**config.mk**
```make
export PLATFORM = sky130hd
export DESIGN_NAME = stat_report_top
export DESIGN_NICKNAME = d
export VERILOG_FILES = /design/src/rtl/stat_report_pkg.sv /design/src/rtl/stat_event_group.sv /design/src/rtl/stat_byte_unit.sv /design/src/rtl/stat_report_top.sv
export SDC_FILE = /design/constraint.sdc
export NUM_CORES = 1
export LEC_CHECK = 0
export ABC_AREA = 1
export CORE_MARGIN = 2
export CORE_UTILIZATION = 65
export DETAILED_ROUTE_END_ITERATION = 10
export DONT_BUFFER_PORTS = 1
export PLACE_DENSITY = 0.81
export SETUP_SLACK_MARGIN = 0.02
export SLEW_MARGIN = 20
export SYNTH_ARGS = -nofsm -noshare
export SYNTH_HDL_FRONTEND = slang
export SYNTH_SLANG_ARGS = --single-unit
export TNS_END_PERCENT = 5
```
**constraint.sdc**
```tcl
create_clock -name clk -period 2 [get_ports clk]
set_input_delay 0.1 -clock clk [delete_from_list [all_inputs] [get_ports clk]]
set_output_delay 0.1 -clock clk [all_outputs]
set_load 0.005 [all_outputs]
```
**src/rtl/stat_report_pkg.sv**
```systemverilog
package stat_report_pkg;

  localparam int STD_W = 8;
  localparam int GRP_W = 16;
  localparam int SB_W  = 8;
  localparam int BUS_W = 16;

  localparam int SB_QUES = 3;
  localparam int SB_OQ   = 4;
  localparam int SB_STD  = 5;
  localparam int SB_RQS  = 6;
  localparam int SB_OPER = 7;

  typedef enum logic [2:0] {
    SEL_STD_EV  = 3'd0,
    SEL_STD_EN  = 3'd1,
    SEL_QUES_EV = 3'd2,
    SEL_QUES_EN = 3'd3,
    SEL_OPER_EV = 3'd4,
    SEL_OPER_EN = 3'd5,
    SEL_STB     = 3'd6,
    SEL_SRE     = 3'd7
  } reg_sel_e;

  // Status byte without the request-service bit.
  function automatic logic [SB_W-1:0] compose_status(
      input logic ques_sum, input logic oq_ne,
      input logic std_sum, input logic oper_sum);
    logic [SB_W-1:0] v;
    v = '0;
    v[SB_QUES] = ques_sum;
    v[SB_OQ]   = oq_ne;
    v[SB_STD]  = std_sum;
    v[SB_OPER] = oper_sum;
    return v;
  endfunction

  // Request-service summary: masked status bits, bit 6 excluded.
  function automatic logic request_bit(input logic [SB_W-1:0] sb,
                                       input logic [SB_W-1:0] sre);
    logic [SB_W-1:0] self_mask;
    self_mask = '1;
    self_mask[SB_RQS] = 1'b0;
    return |(sb & sre & self_mask);
  endfunction

endpackage

```
**src/rtl/stat_event_group.sv**
```systemverilog
module stat_event_group #(
  parameter int W = 16
) (
  input  logic         clk,
  input  logic         rst_n,
  input  logic [W-1:0] cond,
  input  logic         rd_clr,
  input  logic         clr_all,
  input  logic         en_wr,
  input  logic [W-1:0] en_wdata,
  output logic [W-1:0] ev,
  output logic [W-1:0] en,
  output logic [W-1:0] rise,
  output logic         summary
);

  logic [W-1:0] cond_q;
  logic [W-1:0] ev_kept;

  assign rise    = cond & ~cond_q;
  assign ev_kept = (rd_clr || clr_all) ? '0 : ev;
  assign summary = |(ev & en);

  always_ff @(posedge clk or negedge rst_n) begin
    if (!rst_n) begin
      cond_q <= '0;
      ev     <= '0;
      en     <= '0;
    end else begin
      cond_q <= cond;
      ev     <= ev_kept | rise;
      if (en_wr) en <= en_wdata;
    end
  end

endmodule

```
**src/rtl/stat_byte_unit.sv**
```systemverilog
module stat_byte_unit
  import stat_report_pkg::*;
(
  input  logic            clk,
  input  logic            rst_n,
  input  logic            ques_sum,
  input  logic            oq_ne,
  input  logic            std_sum,
  input  logic            oper_sum,
  input  logic            sre_wr,
  input  logic [SB_W-1:0] sre_wdata,
  output logic [SB_W-1:0] sb,
  output logic [SB_W-1:0] sre,
  output logic            rqs
);

  logic [SB_W-1:0] base;
  logic [SB_W-1:0] sre_mask;

  always_comb begin
    sre_mask = '1;
    sre_mask[SB_RQS] = 1'b0;
  end

  always_ff @(posedge clk or negedge rst_n) begin
    if (!rst_n) sre <= '0;
    else if (sre_wr) sre <= sre_wdata & sre_mask;
  end

  assign base = compose_status(ques_sum, oq_ne, std_sum, oper_sum);
  assign rqs  = request_bit(base, sre);

  always_comb begin
    sb = base;
    sb[SB_RQS] = rqs;
  end

endmodule

```
**src/rtl/stat_report_top.sv**
```systemverilog
module stat_report_top
  import stat_report_pkg::*;
(
  input  logic             clk,
  input  logic             rst_n,
  input  logic [STD_W-1:0] std_cond,
  input  logic [GRP_W-1:0] ques_cond,
  input  logic [GRP_W-1:0] oper_cond,
  input  logic             oq_not_empty,
  input  logic [2:0]       reg_sel,
  input  logic             reg_rd,
  input  logic             reg_wr,
  input  logic [BUS_W-1:0] reg_wdata,
  input  logic             clr_status,
  output logic [BUS_W-1:0] reg_rdata,
  output logic             srq_n
);

  reg_sel_e sel;
  assign sel = reg_sel_e'(reg_sel);

  // Named access events
  logic std_rd_clr, ques_rd_clr, oper_rd_clr;
  logic std_en_wr, ques_en_wr, oper_en_wr, sre_wr;
  assign std_rd_clr  = reg_rd && (sel == SEL_STD_EV);
  assign ques_rd_clr = reg_rd && (sel == SEL_QUES_EV);
  assign oper_rd_clr = reg_rd && (sel == SEL_OPER_EV);
  assign std_en_wr   = reg_wr && (sel == SEL_STD_EN);
  assign ques_en_wr  = reg_wr && (sel == SEL_QUES_EN);
  assign oper_en_wr  = reg_wr && (sel == SEL_OPER_EN);
  assign sre_wr      = reg_wr && (sel == SEL_SRE);

  logic [STD_W-1:0] std_ev, std_en, std_rise;
  logic [GRP_W-1:0] ques_ev, ques_en, ques_rise;
  logic [GRP_W-1:0] oper_ev, oper_en, oper_rise;
  logic std_sum, ques_sum, oper_sum;
  logic [SB_W-1:0] sb, sre;
  logic rqs;

  stat_event_group #(.W(STD_W)) u_std (
    .clk(clk), .rst_n(rst_n), .cond(std_cond),
    .rd_clr(std_rd_clr), .clr_all(clr_status),
    .en_wr(std_en_wr), .en_wdata(reg_wdata[STD_W-1:0]),
    .ev(std_ev), .en(std_en), .rise(std_rise), .summary(std_sum)
  );

  stat_event_group #(.W(GRP_W)) u_ques (
    .clk(clk), .rst_n(rst_n), .cond(ques_cond),
    .rd_clr(ques_rd_clr), .clr_all(clr_status),
    .en_wr(ques_en_wr), .en_wdata(reg_wdata[GRP_W-1:0]),
    .ev(ques_ev), .en(ques_en), .rise(ques_rise), .summary(ques_sum)
  );

  stat_event_group #(.W(GRP_W)) u_oper (
    .clk(clk), .rst_n(rst_n), .cond(oper_cond),
    .rd_clr(oper_rd_clr), .clr_all(clr_status),
    .en_wr(oper_en_wr), .en_wdata(reg_wdata[GRP_W-1:0]),
    .ev(oper_ev), .en(oper_en), .rise(oper_rise), .summary(oper_sum)
  );

  stat_byte_unit u_stb (
    .clk(clk), .rst_n(rst_n),
    .ques_sum(ques_sum), .oq_ne(oq_not_empty),
    .std_sum(std_sum), .oper_sum(oper_sum),
    .sre_wr(sre_wr), .sre_wdata(reg_wdata[SB_W-1:0]),
    .sb(sb), .sre(sre), .rqs(rqs)
  );

  always_comb begin
    reg_rdata = '0;
    case (sel)
      SEL_STD_EV:  reg_rdata[STD_W-1:0] = std_ev;
      SEL_STD_EN:  reg_rdata[STD_W-1:0] = std_en;
      SEL_QUES_EV: reg_rdata[GRP_W-1:0] = ques_ev;
      SEL_QUES_EN: reg_rdata[GRP_W-1:0] = ques_en;
      SEL_OPER_EV: reg_rdata[GRP_W-1:0] = oper_ev;
      SEL_OPER_EN: reg_rdata[GRP_W-1:0] = oper_en;
      SEL_STB:     reg_rdata[SB_W-1:0]  = sb;
      SEL_SRE:     reg_rdata[SB_W-1:0]  = sre;
      default:     reg_rdata = '0;
    endcase
  end

  assign srq_n = ~rqs;

endmodule

```
Word-level counts from Yosys, hierarchy flattened. Index checks and enable logic that the tools add are counted.

Output and inout bits: 17. Flip-flop bits (word level): 127. Latch bits: 0. Input bits: 65. Memory bits (writable): 0. Memories kept: 0. Bits in read-only memories: 0.

Add/subtract/negate cells: 0. Reductions and logical operators: 15. Eq/ne operators: 7. Shift operators: 0. Magnitude comparators: 0. Mux-type cells: 5. Bitwise operators: 14. Divide/modulo/power cells: 0. Multiply operators: 0.

Operator list (count): 16-bit bitwise AND (4); 8-bit one-hot mux with 8 select lines (1); 16-bit 2-to-1 mux (2); 16-bit NOT (2); 16-bit bitwise OR (2); 8-bit one-hot mux with 4 select lines (1); 16-bit OR reduction (2); 8-bit bitwise AND (3); 3-bit == test, second input constant (4); 8-bit 2-to-1 mux (1); 8-bit NOT (1); 8-bit bitwise OR (1); 8-bit OR reduction (1); 1-bit logical AND (7); 7-bit OR reduction (1); 3-bit by 2-bit == test with 1-bit output, second input constant (2); 3-bit by 1-bit == test with 1-bit output, second input constant (1); 3-bit zero test (1); 1-bit logical OR (3); 1-bit NOT (1).

Logic depth before layout (Yosys ltp).
Depth after elaboration: 5. Depth in mapped cells: 8. Mapped depth without buffers: 8.

Cells and area by module. Synthesis repeated with hierarchy kept, for this count alone.

Cells, all modules: 680. Area, all modules: 6227.2 µm².

By module, submodules not included: stat_event_group (u_oper ...) (times used 2, area an instance 1964.4 µm², cells an instance 168); stat_report_top (times used 1, area an instance 992.2 µm², cells an instance 198); stat_event_group (u_std) (times used 1, area an instance 915.9 µm², cells an instance 98); stat_byte_unit (times used 1, area an instance 390.4 µm², cells an instance 48).

Worst setup path after synthesis. No wires, ideal clock.

Path type: input to register. Start point: input reg_sel[1]. End point: register u_oper.ev[10]. Stages: 6. Setup slack: 0.894 ns. Arrival time: 0.979 ns. Buffers on the path: 2. Library setup time: 0.126 ns. Cell sequence: buf_4 > nor2_4 > nand2_2 > o21ai_2 > buf_2 > o22ai_1.

Word-level cells in the longest chain between the ends: 5.

RTL lines: start, declared (line stat_report_top.sv:10) `input logic [2:0] reg_sel,`; 3-bit == test (line stat_report_top.sv:27) `assign oper_rd_clr = reg_rd && (sel == SEL_OPER_EV);`; 1-bit logical AND (line stat_report_top.sv:27); 1-bit logical OR (line stat_event_group.sv:21) `assign ev_kept = (rd_clr || clr_all) ? '0 : ev;`; 16-bit 2-to-1 mux (line stat_event_group.sv:21); 16-bit bitwise OR (line stat_event_group.sv:31) `ev <= ev_kept | rise;`; end signal, assigned (line stat_event_group.sv:31); end, declared (line stat_event_group.sv:11) `output logic [W-1:0] ev,`.

Every way passes these cells. A chain may end at the register's enable or synchronous reset.

Final worst setup path.
Start point: register u_oper.en[13]. End point: output reg_rdata[7].

Word-level cells in the longest chain between the ends: 3.

RTL lines: start, declared (line stat_event_group.sv:12) `output logic [W-1:0] en,`; start signal, assigned (line stat_event_group.sv:32) `if (en_wr) en <= en_wdata;`; 16-bit bitwise AND (line stat_event_group.sv:22) `assign summary = |(ev & en);`; 16-bit OR reduction (line stat_event_group.sv:22); 8-bit one-hot mux with 8 select lines (line stat_report_top.sv:71) `case (sel)`; end, declared (line stat_report_top.sv:15) `output logic [BUS_W-1:0] reg_rdata,`.

Every way passes these cells.

==> results.yml <==
placed_design:
  gp_congestion: 0.917
  portBuffers: 0
  dpl_worst_slack_ns: 0.578
  dpl.cell_count: 659
  dp_hpwl_mm: 8.32
logic_synthesis:
  ys_ff_latch: 127
  netlist.top_cell.by_area: "dfrtp_1"
  syn_area_um2: 5320
  ys_warn_count: 0
  ys_async_sr_fraction_pct: 100
  synth.area.top_cells: "dfrtp_1 (60%), nand2_1 (10%), inv_1 (7.2%), o22ai_1 (4.7%), o21ai_0 (3.6%)"
  synth_edf_count: 0
  ys_seq_area_share_pct: 59.7
  synth.avg_cell_area_um2: 9.44
  synth_flop_cell: "dfrtp_1"
  yosysUniqueCellTypes: 29
  synth_top_area_share_pct: 59.7
  synthCells: 564
  synth.net_count: 629
global_routing:
  grt_use_total_pct: 34.8
  grt_max_degree: 128
  antenna_found_initial: 0
  grt_pass1_vias: 4684
  grt_overflow: 0
  grt_pass1_wl_mm: 22.9
setup_path:
  worst-path-buf-inv: 0
  worstPathCellList: "nand2_1 > nand2_1 > nor2_1 > nand2_1 > o21ai_1 > nand4_1 > nand3b_1"
  critPathCaptureType: "output port"
  worst-setup-path-type: "flip-flop to output port"
  start_kind: "flip-flop"
  reg2reg_setup_slack_ns: 0.75
  r2r_end: "u_oper.en[15]$_DFFE_PN0P_"
  crit_family: "simple AND/OR/NAND/NOR gates"
  critPathMaxStageDelay_ns: 0.40
  critPathRequiredTime_ns: 1.90
  crit_path_max_fanout: 3
  slowest_stage: "dfrtp_1"
  worst_ep_arrival_time_ns: 1.81
  r2r-start: "u_oper.en[15]$_DFFE_PN0P_"
  cpMostUsedCell: "nand2_1"
  rr_worst_depth: 3
cts:
  clock-sinks: 127
  tritoncts: "yes"
  clk_latency_ns: 0.52
  cts.path.max_buffers: 2
  clockRootBuffer: "clkbuf_8"
  clk_pin_slew_ns: 0.06
  htree_levels: 4
  numCtsBuffers: 17
  cts_hold_buf: 64
power_and_ir_drop:
  pwr_density_cell_nw_per_um2: 1060
  vdd_drop_max_uv: 719
  leakage_nw: 3.30
timing:
  fin_tns_setup_ns: 0
  setup_viol: 0
  setup_ws_ns: 0.0949
  rsz0062_at_grt: "false"
  relSlewSlack_pct: 64.0
  hold_violations: 127
  clock.fmax_ghz: 0.525
  fin_crit_sh_pct: 95.3
  worst_slew_pin_slew_ns: 0.539
  period_minus_slack_ns: 1.91
  maxSlewViolCount: 0
  skew_ns: 0.00594
  whs_ns: -0.727
routing:
  drc: 0
  drt_iter0_drc: 337
  wl_per_cell_um: 19.3
  ant_nets: 0
  viasPerCell: 5.93
  firstDrtPassIters: 5
  routed-via-count: 4463
  finalWirelength_mm: 14.5
finish:
  diodes: 0
  final_common_cell: "nand2_1"
  final_cell_mix: "nand2_1 (148), dfrtp_1 (127), inv_1 (102)"
  final_cells: 753
  final_core_util_pct: 81.8
  drive_above_1_share_pct: 10.5
  nNetsFinal: 702
  syn2layout_area_growth_pct: 24.3
floorplan:
  die_w_um: 94.5
  dieHeight_um: 94.5
  io_pins: 82
  dieArea_um2: 8930
  core_um2: 8090
  rows: 33
  start_util_pct: 65.8
worst_hold_path:
  min_path_type: "input port to asynchronous set/reset pin"
status:
  status: "finished with violations"
  violations: "hold timing"
job:
  drv_cap: 0
[registers in the layout, summed over array words and instances, names as in the netlist]
signal and count:
u_oper.cond_q 16, u_std.cond_q 8, u_ques.ev 16, u_oper.en 16
u_ques.cond_q 16, u_ques.en 16, u_stb.sre 7, u_std.ev 8
u_oper.ev 16, u_std.en 8
[worst max path at each step]
stage / from / to / slack (ns) / cells after the start
2_1_floorplan: reg_sel[1] / u_oper.ev[10]$_DFF_PN0_ / 0.89 / 6
3_3_place_gp: u_ques.ev[12]$_DFF_PN0_ / reg_rdata[6] / 0.64 / 8
3_5_place_dp: u_ques.ev[12]$_DFF_PN0_ / reg_rdata[6] / 0.58 / 8
4_1_cts: u_ques.ev[12]$_DFF_PN0_ / reg_rdata[6] / 0.03 / 8
5_1_grt: u_ques.en[4]$_DFFE_PN0P_ / reg_rdata[6] / 0.02 / 8
6_report: u_oper.en[13]$_DFFE_PN0P_ / reg_rdata[7] / 0.09 / 7
[cell families (layout without fill, tap and decap cells)]
logic type             count (synthesis)  in the layout  synth area share [%]
AND/OR/NAND/NOR                      185            185                  14.4
AO/OA/AOI/OAI                        131            131                  16.3
flip-flops                           127            127                  59.7
buffers and inverters                121            205                  9.57
[per-stage QoR]
step	instance area, um^2	power [mW]
after floorplan	5320	3.57
after global placement	5380	3.73
after detailed placement	5380	3.77
after CTS	6610	6.98
after global routing	6620	7.27
final	6620	7.03
[metal layers]
layer,share of wire (%),wire (um),track usage [%]
met5,0,0,0
met4,4.0,587,19.4
met3,8.4,1230,9.90
met2,51,7370,58.8
met1,37,5330,39.8
[repair_timing]
item	4_1_cts	5_1_grt
buffers inserted	0	0
endpoints found under the setup margin	1	3
pin swaps	1	1
gates resized for setup	1	6
hold endpoints to repair	254	127
[report_power, final]
| part | internal (mW) | switching, mW |
|---|---|---|
| Clock | 1.93 | 1.17 |
| Sequential | 2.87 | 0.225 |
| Combinational | 0.355 | 0.493 |
[cells in the mapped netlist, types with 2 or more instances]
| master | n |
|---|---|
| nand3_1 | 5 |
| o21ai_2 | 19 |
| nor3_4 | 2 |
| a221oi_1 | 7 |
| nand2_4 | 2 |
| nand4_1 | 2 |
| buf_4 | 3 |
| a21oi_1 | 4 |
| nand2_1 | 148 |
| o211ai_1 | 9 |
| a22oi_1 | 6 |
| o2111ai_1 | 5 |
| buf_2 | 5 |
| o22ai_1 | 40 |
| buf_6 | 5 |
| nor2_1 | 21 |
| inv_1 | 102 |
| inv_2 | 5 |
| dfrtp_1 | 127 |
| o21ai_0 | 38 |
[layout make-up]
cell class                 count  area [um^2]
clock buffer                  18          428
clock inverter                12          160
fill                         450         1480
inverter                     107          402
multi-input combinational    316         1650
sequential                   127         3180
tap                          105          131
timing repair buffer          68          671
Note: power is estimated with default switching activity, not from simulation.
